$ cat config.mk
export PLATFORM = sky130hd
export DESIGN_NAME = e1_spare_bit_src
export DESIGN_NICKNAME = d
export VERILOG_FILES = /design/src/rtl/e1sb_pkg.sv /design/src/rtl/e1sb_sat_counter.sv /design/src/rtl/e1sb_e_arbiter.sv /design/src/rtl/e1_spare_bit_src.sv
export SDC_FILE = /design/constraint.sdc
export NUM_CORES = 1
export LEC_CHECK = 0
export BUFFER_PORTS_ARGS = -buffer_cell sky130_fd_sc_hd__buf_2
export CORE_MARGIN = 5
export CORE_UTILIZATION = 45
export CTS_CLUSTER_SIZE = 14
export DETAILED_ROUTE_END_ITERATION = 10
export GPL_TIMING_DRIVEN = 1
export PLACE_DENSITY = 0.73
export SYNTH_ARGS = -nofsm -noshare
export SYNTH_HDL_FRONTEND = slang
export SYNTH_SLANG_ARGS = --single-unit
$ cat constraint.sdc
create_clock -name clk_i -period 5.1 [get_ports clk_i]
set_clock_uncertainty 0.2 [all_clocks]
set_input_delay 0.255 -clock clk_i [delete_from_list [all_inputs] [get_ports clk_i]]
set_output_delay 0.255 -clock clk_i [all_outputs]
set_load 0.03 [all_outputs]
$ cat src/rtl/e1sb_pkg.sv
package e1sb_pkg;
  localparam int unsigned FN_W   = 4;
  localparam int unsigned N_ESLT = 2;
  localparam logic [FN_W-1:0] FN_E0 = 4'd13;
  localparam logic [FN_W-1:0] FN_E1 = 4'd15;

  // multiframe alignment pattern on odd frames 1..11
  function automatic logic mfas_bit(input logic [FN_W-1:0] fn);
    logic b;
    case (fn)
      4'd5, 4'd9, 4'd11: b = 1'b1;
      default:           b = 1'b0;
    endcase
    return b;
  endfunction

  function automatic logic is_e_slot(input logic [FN_W-1:0] fn);
    return (fn == FN_E0) || (fn == FN_E1);
  endfunction
endpackage

$ cat src/rtl/e1sb_sat_counter.sv
module e1sb_sat_counter #(
  parameter int unsigned CNT_W = 3
) (
  input  logic clk_i,
  input  logic rst_ni,
  input  logic inc_i,
  input  logic dec_i,
  output logic nz_o
);
  localparam logic [CNT_W-1:0] CMAX = {CNT_W{1'b1}};

  logic [CNT_W-1:0] cnt_q;

  always_ff @(posedge clk_i or negedge rst_ni) begin
    if (!rst_ni) begin
      cnt_q <= '0;
    end else begin
      unique case ({inc_i, dec_i})
        2'b10:   if (cnt_q != CMAX) cnt_q <= cnt_q + 1'b1;
        2'b01:   if (cnt_q != '0)   cnt_q <= cnt_q - 1'b1;
        default: cnt_q <= cnt_q;  // simultaneous inc and dec cancel
      endcase
    end
  end

  assign nz_o = (cnt_q != '0);
endmodule

$ cat src/rtl/e1sb_e_arbiter.sv
module e1sb_e_arbiter (
  input  logic force_i,
  input  logic man_mode_i,
  input  logic man_val_i,
  input  logic os_pend_i,
  input  logic smf_pend_i,
  output logic e_bit_o,
  output logic take_os_o,
  output logic take_smf_o
);
  always_comb begin
    e_bit_o    = 1'b1;
    take_os_o  = 1'b0;
    take_smf_o = 1'b0;
    if (force_i) begin
      e_bit_o = 1'b0;
    end else if (!man_mode_i && os_pend_i) begin
      e_bit_o   = 1'b0;
      take_os_o = 1'b1;
    end else if (smf_pend_i) begin
      e_bit_o    = 1'b0;
      take_smf_o = 1'b1;
    end else begin
      e_bit_o = man_mode_i ? man_val_i : 1'b1;
    end
  end
endmodule

$ cat src/rtl/e1_spare_bit_src.sv
module e1_spare_bit_src
  import e1sb_pkg::*;
#(
  parameter int unsigned CNT_W = 3
) (
  input  logic            clk_i,
  input  logic            rst_ni,
  input  logic            bit_req_i,
  input  logic [FN_W-1:0] frame_num_i,
  input  logic            crc4_en_i,
  input  logic [5:0]      ctrl_i,
  input  logic            wr_strobe_i,
  input  logic [1:0]      wr_tsi_i,
  input  logic            sys_si_i,
  input  logic            crc_bit_i,
  input  logic            smf_err_i,
  input  logic            mf_lost_i,
  input  logic            lof_i,
  input  logic            tmr_exp_i,
  output logic            tx_bit_o
);
  logic              reg_mode;
  logic              mf_lost_eff;
  logic              force_zero;
  logic              e_slot;
  logic              slot_sel;
  logic              e_act;
  logic [N_ESLT-1:0] os_nz;
  logic              smf_nz;
  logic              e_bit;
  logic              take_os;
  logic              take_smf;
  logic              next_bit;
  logic              bit_q;

  assign reg_mode    = ctrl_i[0];
  assign mf_lost_eff = mf_lost_i | lof_i;  // frame loss implies multiframe loss
  assign force_zero  = mf_lost_eff & (ctrl_i[4] | (ctrl_i[5] & tmr_exp_i));
  assign e_slot      = is_e_slot(frame_num_i);
  assign slot_sel    = (frame_num_i == FN_E1);
  assign e_act       = bit_req_i & crc4_en_i & e_slot;

  for (genvar g = 0; g < N_ESLT; g++) begin : g_os
    logic inc, dec;
    assign inc = wr_strobe_i & crc4_en_i & reg_mode & ~wr_tsi_i[g];
    assign dec = e_act & take_os & (slot_sel == 1'(g));
    e1sb_sat_counter #(.CNT_W(CNT_W)) u_cnt (
      .clk_i (clk_i),
      .rst_ni(rst_ni),
      .inc_i (inc),
      .dec_i (dec),
      .nz_o  (os_nz[g])
    );
  end

  e1sb_sat_counter #(.CNT_W(CNT_W)) u_smf_cnt (
    .clk_i (clk_i),
    .rst_ni(rst_ni),
    .inc_i (smf_err_i & ctrl_i[3]),
    .dec_i (e_act & take_smf),
    .nz_o  (smf_nz)
  );

  e1sb_e_arbiter u_arb (
    .force_i   (force_zero),
    .man_mode_i(~reg_mode),
    .man_val_i (slot_sel ? ctrl_i[2] : ctrl_i[1]),
    .os_pend_i (os_nz[slot_sel]),
    .smf_pend_i(smf_nz & ctrl_i[3]),
    .e_bit_o   (e_bit),
    .take_os_o (take_os),
    .take_smf_o(take_smf)
  );

  always_comb begin
    if (!crc4_en_i)
      next_bit = reg_mode ? (frame_num_i[0] ? ctrl_i[2] : ctrl_i[1]) : sys_si_i;
    else if (!e_slot)
      next_bit = frame_num_i[0] ? mfas_bit(frame_num_i) : crc_bit_i;
    else
      next_bit = e_bit;
  end

  always_ff @(posedge clk_i or negedge rst_ni) begin
    if (!rst_ni)        bit_q <= 1'b1;
    else if (bit_req_i) bit_q <= next_bit;
  end

  assign tx_bit_o = bit_q;
endmodule

==> reports/qor.txt, run 1 <==
worst-path fanout max - 5
Placed Area - 0.00105 mm2
antenna cells - 0
design area - 0.00110 mm2
metal3 WL - 92 um
Post-Route WL - 1830 um
Clock Sink Count - 10
initial antenna violation count - 0
total die area - 0.00300 mm2
Post-CTS Resized - 0
Total GRT Usage - 12.8%
filler instances - 176
Netlist cell types - 34
Final Hold Vio Count - 0
CP startpoint kind - flop
post-DP HPWL - 1560 um
biggest area consumer among synthesized cells - dfrtp_1
crit end category - flop
outcome - finished clean
Post-synth top cells - a21oi_1, dfrtp_1, ha_1, nand2_1
Post-Syn Area - 901 um2
std cell rows - 16
kind of critical path - reg -> reg
Final min period - 2.81 ns
drt drc - 0
Worst Path Required - 5.05 ns
overall power - 0.377 mW
clk root buf - clkbuf_4
largest net degree at the start of global routing - 11
Post-synth EDFFs - 0
number of port buffers - 23
layout cells sized above 1 - 34.1%
CTS tree - built
routed vias - 783
maximum level of the CTS H-tree - 1
CTS Buffer Depth - 2
Die Span Y - 54.7 um
first-pass GRT wire length - 2860 um
maximum vdd drop - 262 uV
upper clock frequency limit - 356 MHz
WP data arrival - 2.76 ns
total CTS buffers - 3
DR pass1 iterations - 4
initial DRC count - 12
Yosys reg bits - 10
Post-Syn Area per Cell - 9.48 um2
leakage power - 0.519 nW
Synth area leaders - dfrtp_1, ha_1, a21oi_1
slew margin rel. - 73.8%
Post-synth ARST share - 100%
sequential area share after synthesis - 27.9%
Gate Count Post-Synth - 95
highest metal used - met3
Vias per Instance - 5.22
Finish-stage setup viols - 0
Layout area overhead - 21.7%
Worst-Margin Slew - 0.389 ns
routed wire length per instance - 12.2 um
yosys warns - 0
clk slew on worst S/H paths - 0.06 ns
RSZ-0062 raised after global routing - false
Die Wd - 54.7 um
Synth top area share - 25.0%
Syn Nets - 127
Sum Neg Setup Slack - 0 ns
main flop type after synthesis - dfrtp_1
vias in the first global route - 741
Max-cap violations - 0
Final GP Congestion - 0.831
Final ANT Viol Nets - 0
wl on met1 - 825 um
area of the core - 0.00194 mm2
Layout Nets - 156
worst skew pair latency - 0.26 ns
worst hold path class - in -> reg
Cell Pwr Density - 344 mW/mm2
io pins - 24
fin crit share - 55.1%
fin. max-slew vios - 0
GRT Residual Overflow - 0
Initial Util - 46.4%
Met2 Routed Length - 914 um
## final cells by class
class | instances | area (um2) | share of cell area [%]
multi-input combinational | 79 | 627 | 57.2
sequential | 10 | 251 | 22.9
timing repair buffer | 24 | 125 | 11.4
clock buffer | 4 | 36.3 | 3.31
tap | 27 | 33.8 | 3.08
inverter | 6 | 22.5 | 2.05
## logic make-up after synthesis
kind of cell               after synthesis  synth area share [%]
buffers and inverters                    6                  2.50
and+or+nand+nor                         34                  21.9
muxes                                    6                  7.22
AOI/OAI and AO/OA                       22                  19.3
DFF                                     10                  27.9
adders and majority gates                9                  13.3
xor gates and xnor gates                 8                  7.78
## registers in the layout, summed over array words and instances (netlist names)
signal / flops
tx_bit_o: 1
g_os.u_cnt.cnt_q: 6
u_smf_cnt.cnt_q: 3
## final timing paths
path	start	slack [ns]	endpoint	cells past startpoint
max in group asynchronous	rst_ni	4.27	tx_bit_o	2
hold / removal	bit_req_i	0.1	tx_bit_o	2
min in group asynchronous	rst_ni	0.18	g_os[0].u_cnt.cnt_q[1]	2
setup reg to reg	g_os[0].u_cnt.cnt_q[1]	2.29	u_smf_cnt.cnt_q[2]	9
setup / recovery	g_os[0].u_cnt.cnt_q[1]	2.29	u_smf_cnt.cnt_q[2]	9
hold reg to reg	g_os[1].u_cnt.cnt_q[2]	0.32	g_os[1].u_cnt.cnt_q[2]	1
## routing by layer
metal	vias to the layer above	GRT usage, %
met4	0	3.73
met1	354	15.2
met3	0	1.63
met5	-	0
li1	406	-
met2	23	23.6
## layout by cell type (no fill, tap or decap), types with 3 or more instances in the layout
cell,count
nor3_1,3
dfrtp_1,9
mux2_2,4
clkbuf_4,3
xnor2_1,4
nand2_1,8
a21oi_1,9
nand3_1,3
inv_1,6
xor2_1,4
ha_1,8
nor2_1,6
buf_2,23
## worst max-delay path, cell delays in order (launching register included)
cell and delay, ns:
dfrtp_1 0.43, nor3_1 0.33, nand2_1 0.14, a311o_1 0.44, nand2b_4 0.18, fa_1 0.40, nor2_1 0.19, and4_1 0.21
a21oi_1 0.04, and3_1 0.14
## stage by stage
| stage | instances | hold slack (ns) | setup WS, ns | util, % |
|---|---|---|---|---|
| final | 150 | 0.0962 | 2.29 | 56.4 |
| after detailed placement | 145 | -0.0764 | 2.30 | 54.1 |
| after CTS | 150 | 0.0918 | 2.29 | 56.4 |
| after global placement | 145 | -0.0788 | 2.40 | 54.1 |
| after global routing | 150 | 0.0902 | 2.15 | 56.4 |
| after floorplan | 95 | -0.241 | 2.62 | - |
## where the power goes
group          leakage, nW  internal (mW)  switching [mW]  total [mW]
logic                0.376         0.0732          0.0736       0.147
clock network       0.0210         0.0432          0.0246      0.0678
registers            0.122          0.115          0.0468       0.162
total                0.519          0.232           0.145       0.377
## repair_timing
action / 4_1_cts / 5_1_grt
setup buffers: 0 / 0
hold buffers: 1 / 0
endpoints found under the hold margin: 10 / 0
No activity file was read; power rests on OpenSTA's default activity.
==> inputs of run 2 (changes only) <==
- ABC_AREA: not set -> 1
- clock period: 5.1 -> 2.6 ns (I/O delays scaled with it)
==> run 2 against run 1 <==
- worst setup slack worse by 2.1 ns
- utilization is 4.2 points higher
- register-to-register slack worse by 2.1 ns
- combinational power grew to 2.5 times the previous value
- via count is 8.4% higher
- non-clock buffer count is 5 higher
- clock-buffer cell count stayed put
- area after synthesis is 1.5% higher
- critical path depth is 4 higher
- design area is 7.4% higher
- critical path type unchanged
- critical endpoint is now g_os[0].u_cnt.cnt_q[2]
- largest cell class unchanged
==> reports/qor.txt, run 2 <==
total die area - 0.00303 mm2
yosys warns - 0
number of port buffers - 23
main flop type after synthesis - dfrtp_1
Total GRT Usage - 15.3%
Crit path max-delay family - simple AND/OR/NAND/NOR gates
clk root buf - clkbuf_4
Biggest register - g_os.u_cnt.cnt_q
Die Span Y - 55.1 um
Layout Nets - 187
antenna cells - 0
R2R cell count - 13
Synth area leaders - dfrtp_1, ha_1, nand2_1
Critical Path Most Common Cell - xor2_1
area of the core - 0.00194 mm2
first-pass GRT wire length - 3310 um
sequential power share - 38.8%
kind of critical path - reg -> reg
CTS Buffer Depth - 2
vias in the first global route - 820
Final Hold Vio Count - 0
max incr delay on CP - 0.43 ns
post-DP HPWL - 1610 um
Cell Pwr Density - 712 mW/mm2
Worst Path Required - 2.56 ns
crit end category - flop
Final min period - 2.45 ns
leakage power - 0.591 nW
Net Sw Frac - 40.7%
routed wire length per instance - 10.9 um
Finish-stage setup viols - 0
Post-Route WL - 1980 um
upper clock frequency limit - 408 MHz
clock share of power - 17.2%
largest net degree at the start of global routing - 11
CP Launch Point - g_os[1].u_cnt.cnt_q[2]
Synth top area share - 24.6%
top-count cell post-synth - nand2_1
outcome - finished clean
layout cells sized above 1 - 35.7%
Post-synth EDFFs - 0
Post-Place Worst Slack - 0.0864 ns
Syn Nets - 153
Post-synth top cells - nand2_1, inv_1, nor2_1
slew margin rel. - 83.3%
CP startpoint kind - flop
Vias per Instance - 4.69
DR pass1 iterations - 4
Worst-Margin Slew - 0.250 ns
worst hold path class - in -> async
maximum level of the CTS H-tree - 1
fin. max-slew vios - 0
Netlist cell types - 25
total CTS buffers - 3
Worst path depth - 13
reg2reg end - g_os[0].u_cnt.cnt_q[2]
Post-synth ARST share - 100%
worst r2r src - g_os[1].u_cnt.cnt_q[2]
Critical Path Sink - g_os[0].u_cnt.cnt_q[2]
CTS tree - built
Final GP Congestion - 0.751
Die Wd - 55.1 um
biggest area consumer among synthesized cells - dfrtp_1
FF-to-FF setup slack - 0.15 ns
initial antenna violation count - 0
worst-path fanout max - 4
Switch Pwr - 0.341 mW
Clock Sink Count - 10
clk slew on worst S/H paths - 0.08 ns
Worst Path Buf+Inv - 1
Yosys reg bits - 10
io pins - 24
dpl cells - 171
P_int - 0.498 mW
Cell Count, Final, Fillers Out - 181
Layout area overhead - 28.7%
final setup margin - 0.148 ns
Crit-path slowest cell - dfrtp_1
sequential area share after synthesis - 27.5%
drt drc - 0
Final ANT Viol Nets - 0
WP data arrival - 2.41 ns
Post-Syn Area per Cell - 7.56 um2
fin crit share - 94.3%
GRT Residual Overflow - 0
initial DRC count - 5
std cell rows - 16
Post-Syn Area - 915 um2
routed vias - 849
most frequent cells in the layout - nand2_1, buf_2, inv_1, nor2_1
Hold WS - 0.0370 ns
Initial Util - 47.1%
Cell Chain, Critical Path - nor3_4 > nand2_2 > nand3_4 > nor2_1 > inv_1 > nor2_2 > ha_1 > xor2_1 > ha_1 > a21oi_2 > xor2_1 > nor2_1 > xor2_1
Gate Count Post-Synth - 121
maximum vdd drop - 445 uV
Post-Route Utilization - 60.6%
worst skew pair latency - 0.27 ns
max FFs per register - 6
Comb power frac - 44.0%
Max-cap violations - 0
run 2: per-layer routing:
metal | GRT usage, % | part of all wire [%]
met3 | 5.63 | 3.6
met5 | 0 | 0
met4 | 4.86 | 0.71
met2 | 27.8 | 54
met1 | 16.4 | 41
run 2: cells by family after synthesis:
group | after synthesis | synth area share, %
fa+ha+maj | 9 | 13.1
xor+xnor | 9 | 8.62
simple gates | 60 | 34.5
buf+inv | 21 | 8.62
mux | 1 | 1.23
flops | 10 | 27.5
compound gates | 11 | 6.43
run 2: worst min path at each step:
stage / cells past startpoint / startpoint / endpoint / slack (ns)
floorplan: 0 / rst_ni / g_os[0].u_cnt.cnt_q[0] / -0.37
global placement: 1 / rst_ni / u_smf_cnt.cnt_q[0] / -0.19
detailed placement: 1 / rst_ni / u_smf_cnt.cnt_q[0] / -0.19
CTS: 2 / rst_ni / u_smf_cnt.cnt_q[0] / 0.04
global route: 2 / rst_ni / u_smf_cnt.cnt_q[0] / 0.05
finish: 2 / rst_ni / g_os[1].u_cnt.cnt_q[2] / 0.04
run 2: cell type report:
type	count	area, um2
Fill cell	185	764
Multi-Input combinational cell	90	608
Sequential cell	10	253
Timing Repair Buffer	29	168
Inverter	21	78.8
Clock buffer	4	36.3
Tap cell	27	33.8
run 2: timing repair:
| action | in CTS | in global routing |
|---|---|---|
| hold buffers | 3 | 0 |
| endpoints found under the hold margin | 11 | 0 |
| gates resized for setup | 0 | 8 |
| endpoints found under the setup margin | 0 | 2 |
| setup buffers | 0 | 3 |
run 2: stage by stage:
| step | power [mW] | instance area (um2) | TNS (ns) |
|---|---|---|---|
| floorplan | 0.545 | 915 | 0 |
| global placement | 0.609 | 1060 | 0 |
| detailed placement | 0.630 | 1060 | 0 |
| CTS | 0.784 | 1130 | 0 |
| global route | 0.920 | 1180 | -0.00559 |
| finish | 0.839 | 1180 | 0 |
run 2: power by group through the flow:
stage / Sequential (mW) / Combinational (mW) / Clock [mW]
after floorplan: 0.303 / 0.242 / 0
after global placement: 0.314 / 0.295 / 0
after detailed placement: 0.315 / 0.315 / 0
after CTS: 0.314 / 0.320 / 0.151
after global routing: 0.336 / 0.420 / 0.163
final: 0.325 / 0.369 / 0.144
